`src/rtl/add3bus_seq.sv`:
```
module add3bus_seq #(
  parameter int NREG = 8,
  parameter int IRW  = 16
) (
  input  logic            clk,
  input  logic            rst_n,
  input  logic            mem_done,
  input  logic [IRW-1:0]  instr,
  output logic [1:0]      step,
  output logic            pc_to_b,
  output logic            alu_pass_b,
  output logic            mar_load,
  output logic            mem_read,
  output logic            pc_inc,
  output logic            wait_mem,
  output logic            mdr_to_b,
  output logic            ir_load,
  output logic            alu_sel_a,
  output logic            alu_add,
  output logic            instr_end,
  output logic [NREG-1:0] rd_a_en,
  output logic [NREG-1:0] rd_b_en,
  output logic [NREG-1:0] wr_en
);
  localparam int FW = (NREG > 1) ? $clog2(NREG) : 1;

  typedef enum logic [1:0] {S_FETCH = 2'd0, S_WAIT = 2'd1, S_LOAD = 2'd2, S_EXEC = 2'd3} step_t;

  step_t cur, nxt;

  always_comb begin
    unique case (cur)
      S_FETCH: nxt = S_WAIT;
      S_WAIT:  nxt = mem_done ? S_LOAD : S_WAIT;
      S_LOAD:  nxt = S_EXEC;
      default: nxt = S_FETCH;
    endcase
  end

  always_ff @(posedge clk) begin
    if (!rst_n) cur <= S_FETCH;
    else        cur <= nxt;
  end

  wire fetch = (cur == S_FETCH);
  wire exec  = (cur == S_EXEC);

  assign step       = cur;
  assign pc_to_b    = fetch;
  assign mar_load   = fetch;
  assign mem_read   = fetch;
  assign pc_inc     = fetch;
  assign wait_mem   = (cur == S_WAIT);
  assign mdr_to_b   = (cur == S_LOAD);
  assign ir_load    = (cur == S_LOAD);
  assign alu_pass_b = fetch || (cur == S_LOAD);
  assign alu_sel_a  = exec;
  assign alu_add    = exec;
  assign instr_end  = exec;

  wire [FW-1:0] fld_d = instr[FW-1:0];
  wire [FW-1:0] fld_b = instr[2*FW-1:FW];
  wire [FW-1:0] fld_a = instr[3*FW-1:2*FW];

  for (genvar i = 0; i < NREG; i++) begin : g_dec
    assign rd_a_en[i] = exec && (fld_a == FW'(i));
    assign rd_b_en[i] = exec && (fld_b == FW'(i));
    assign wr_en[i]   = exec && (fld_d == FW'(i));
  end

  AST_FETCH_ADV: assert property (@(posedge clk) disable iff (!rst_n)
    pc_to_b |=> wait_mem);
  AST_WAIT_HOLD: assert property (@(posedge clk) disable iff (!rst_n)
    (wait_mem && !mem_done) |=> wait_mem);
  AST_WAIT_EXIT: assert property (@(posedge clk) disable iff (!rst_n)
    (wait_mem && mem_done) |=> ir_load);
  AST_LOAD_ADV: assert property (@(posedge clk) disable iff (!rst_n)
    ir_load |=> instr_end);
  AST_EXEC_ONEHOT: assert property (@(posedge clk) disable iff (!rst_n)
    instr_end |-> ($onehot0(rd_a_en) && $onehot0(rd_b_en) && $onehot0(wr_en)));
  AST_END_WRAP: assert property (@(posedge clk) disable iff (!rst_n)
    instr_end |=> (pc_to_b && mem_read));
  AST_EN_IDLE: assert property (@(posedge clk) disable iff (!rst_n)
    !instr_end |-> ($countones({rd_a_en, rd_b_en, wr_en}) == 0));
endmodule

```
`config.mk`:
```
export PLATFORM = sky130hd
export DESIGN_NAME = add3bus_seq
export DESIGN_NICKNAME = d
export VERILOG_FILES = /design/src/rtl/add3bus_seq.sv
export SDC_FILE = /design/constraint.sdc
export NUM_CORES = 1
export LEC_CHECK = 0
export BUFFER_PORTS_ARGS = -buffer_cell sky130_fd_sc_hd__buf_2
export CELL_PAD_IN_SITES_DETAIL_PLACEMENT = 0
export CELL_PAD_IN_SITES_GLOBAL_PLACEMENT = 1
export CORE_AREA = 10 10 59 61
export DETAILED_ROUTE_END_ITERATION = 8
export DIE_AREA = 0 0 69 71
export PLACE_DENSITY_LB_ADDON = 0.1
export SETUP_SLACK_MARGIN = 0.02
export SLEW_MARGIN = 20
export SYNTH_ARGS = -nofsm -noshare
export SYNTH_HDL_FRONTEND = slang
export SYNTH_SLANG_ARGS = --single-unit
```
`constraint.sdc`:
```
create_clock -name clk -period 3 [get_ports clk]
set_clock_uncertainty 0.15 [all_clocks]
set_input_delay 0.15 -clock clk [delete_from_list [all_inputs] [get_ports clk]]
set_output_delay 0.15 -clock clk [all_outputs]
set_load 0.005 [all_outputs]
```
After elaboration in Yosys (flattened, before gate mapping)
Cells that the tools add are included.

Register bits: 2. Input bits: 19. Output and inout bits: 37. Word-level logic and storage cells: 56.

Equal/unequal tests: 24. Muxes and demuxes: 2. Reduce and logical (&&, ||, !) cells: 29.

Operator list (number): $eq 3x3->1 const B (12); $logic_and 1x1->1 (24); $eq 3x2->1 const B (6); $eq 3x1->1 const B (3); $logic_not 3->1 (3); $pmux 2 s3 (1); $eq 2x2->1 const B (2); $eq 2x1->1 const B (1); $logic_not 2->1 (1); $mux 2 (1); $logic_or 1x1->1 (1).

Logic depth before layout (Yosys ltp)
Word-level depth: 2. Gate-level depth with buffers: 5. Gate-level depth less buffers: 2.

Least setup slack after synthesis
OpenSTA, ideal clock, no wires.

Path kind: reg2out. Start: register cur[0], in the netlist step[0]. End: output alu_sel_a. Data arrival time: 0.935 ns. Data required time: 2.700 ns. Path slack: 1.765 ns. Stages on the path, launching flop included: 6. Path buffers: 3. Path through: dfxtp_1 -> buf_2 -> nand2_2 -> buf_6 -> inv_1 -> buf_4.

Word-level cells in the longest chain between the ends: 1.

RTL lines: from (decl) (line 29) `step_t cur, nxt;`; from (signal assigned) (line 42) `else cur <= nxt;`; $eq 2x2->1 (line 46) `wire exec = (cur == S_EXEC);`; to (decl) (line 18) `output logic alu_sel_a,`.

No other way between the ends.

Final worst setup path
Start: register cur[0], in the netlist step[0]. End: output rd_a_en[0].

Word-level cells in the longest chain between the ends: 2.

RTL lines: $eq 2x2->1 (line 46); $logic_and 1x1->1 (line 66) `assign rd_a_en[i] = exec && (fld_a == FW'(i));`; to (decl) (line 21) `output logic [NREG-1:0] rd_a_en,`.

No other way between the ends.

==> metrics.yaml <==
place:
  dp_hpwl_mm: 1.401
  placed_area_um2: 595.6
  gp_congestion: 0.7468
  dp.cells: 126
  portBuffers: 48
routing:
  ant_nets: 0
  vias: 520
  drt-vias-per-instance: 4.031
  finalWirelength_mm: 1.679
  wl_per_cell_um: 13.02
  drc: 0
  drt_first_iter_violations: 21
  drt_first_pass_iters: 4
synth:
  synth_largest_area_cell: "nor3_2"
  synth_top_family_by_area: "simple AND/OR/NAND/NOR gates"
  synth_cells: 56
  ys_types: 17
  synth_top_area_share_pct: 23.76
  synth_area_leaders: "nor3_2 (24%), buf_4 (12%), dfxtp_1 (11%), nand2b_1 (9.9%), nor2_1 (9.9%)"
  synthAdderAreaFrac_pct: 0
  synth_area_um2: 379.1
  yosys.area_share.simple_pct: 67.66
  syn_avg_cell_area_um2: 6.770
  synthesis.nets: 75
  yosysWarnings: 0
  synth.ff_latch_count: 2
  yosysSeqAreaShare_pct: 10.56
  synth_compound_area_share_pct: 3.630
  synthXorXnorAreaFrac_pct: 0
  yosys-mux-area-fraction_pct: 0
global_route:
  grt_pass1_vias: 609
  busiest_layer: "met2"
  antenna_found_initial: 0
  grt_usage_pct: 6.937
  overflow: 0
  grt_max_degree: 14
  met3_usage_pct: 2.510
  grt_use_met2_pct: 12.20
  grt_pass1_wl_mm: 2.939
  grt_use_met1_pct: 7.626
worst_setup_path:
  path_max_fanout: 13
  critPathLaunch: "step[0]$_SDFF_PN0_"
  critPathLaunchType: "flip-flop"
  r2r-start: "step[0]$_SDFF_PN0_"
  worstPathRequired_ns: 2.70
  cp.arrival_ns: 1.42
  end_kind: "output port"
  crit_type: "flip-flop to output port"
min_path:
  worstHoldStart: "rst_n"
  min_path_type: "primary input to flip-flop"
clock_tree:
  cts_root_buf: "clkbuf_4"
  holdBufCountCts: 0
  cts_buffer_depth: 2
  cts_resized: 0
  clock_insertion_delay_worst_skew_ns: 0.23
  post_cts_buffers: 0
  htreeDepth: 1
  cts_tree: "done"
  clkSlewWorstSetupHoldPaths_ns: 0.03
  numCtsBuffers: 3
  cts.sinks: 2
timing:
  finalSetupViolCount: 0
  slew_headroom_pct: 76.63
  period_share_pct: 57.35
  worstMarginPinSlew_ns: 0.3501
  drv_slew: 0
  fin_setup_tns_ns: 0
  max_freq_ghz: 0.5812
  period_needed_ns: 1.720
  rsz0062_at_grt: "no"
  finalHoldViolations: 0
floorplan:
  start_util_pct: 15.88
  die_area_um2: 4899
  num_rows: 18
  die_x_um: 69
  coreArea_um2: 2387
  die_h_um: 71
  ios: 56
power:
  power.density_nw_per_um2: 230.9
  power_leakage_nw: 0.3392
  power_w: 0.0001427
  irDropWorstVdd_uv: 167.1
layout:
  fin_util_pct: 25.89
  drive_above_1_share_pct: 61.62
  final_cell_area_um2: 618.1
  area_growth_pct: 63.04
  largest_register_ffs: 2
  layout_commonest_cell: "buf_2"
  most-common-layout-cells: "buf_2 (48), nor2_1 (10), nor3_2 (9), nand2b_1 (6)"
  final_cells: 129
  num_antenna_cells: 0
  layout.nets: 120
run_status:
  status: "complete, no violations"
job:
  drv_cap: 0
-- metal layers --
layer / wire length [um] / vias to the layer above
met1: 646 / 224
met3: 137 / 2
met5: 0 / -
met2: 883 / 24
li1: - / 270
met4: 12 / 0
-- power by group --
part	switching, W	total [W]	internal (W)
clock network	0.0000154	0.0000595	0.0000441
registers	0.00000531	0.0000341	0.0000288
logic	0.0000276	0.0000491	0.0000215
total	0.0000483	0.000143	0.0000944
-- final timing paths --
| kind | endpoint | slack (ns) | depth (start not counted) |
|---|---|---|---|
| min reg2reg | step[0]$_SDFF_PN0_ | 0.51 | 2 |
| max reg2reg | step[1]$_SDFF_PN0_ | 1.87 | 2 |
| min | step[0]$_SDFF_PN0_ | 0.008 | 2 |
| max | rd_a_en[0] | 1.28 | 3 |
-- layout make-up --
type / instances / area [um^2]
inverters: 2 / 7.507
well taps: 30 / 37.54
repair buffers: 48 / 240.2
multi-input cells: 44 / 270.3
flip-flops and latches: 2 / 40.04
fillers: 292 / 1769
clock buffers: 3 / 22.52
-- critical path, stage by stage (launching register included) --
cell	delay, ns
dfxtp_1	0.52
nand2_2	0.29
nor4_1	0.23
buf_2	0.16
-- synthesized netlist by cell type --
| library cell | count |
|---|---|
| nand2_2 | 1 |
| and2_1 | 2 |
| nor3_1 | 3 |
| buf_6 | 1 |
| nand3_1 | 3 |
| nor2b_1 | 2 |
| nor3_2 | 9 |
| dfxtp_1 | 2 |
| inv_1 | 2 |
| nand2b_1 | 6 |
| o21ai_0 | 1 |
| a22o_1 | 1 |
| buf_4 | 6 |
| nor4_1 | 3 |
| nand2_1 | 3 |
| buf_2 | 1 |
| nor2_1 | 10 |
-- logic make-up after synthesis --
group	after synthesis
buffers and inverters	10
AOI/OAI and AO/OA	2
DFF	2
and+or+nand+nor	42
-- through the flow --
stage,setup slack [ns],hold WS [ns]
4_1_cts,1.226,0.004135
2_1_floorplan,1.765,0.1217
3_3_place_gp,1.468,0.2313
5_1_grt,1.010,0.01821
3_5_place_dp,1.471,0.2339
6_report,1.280,0.008188
Note: power is estimated with default switching activity, not from simulation.
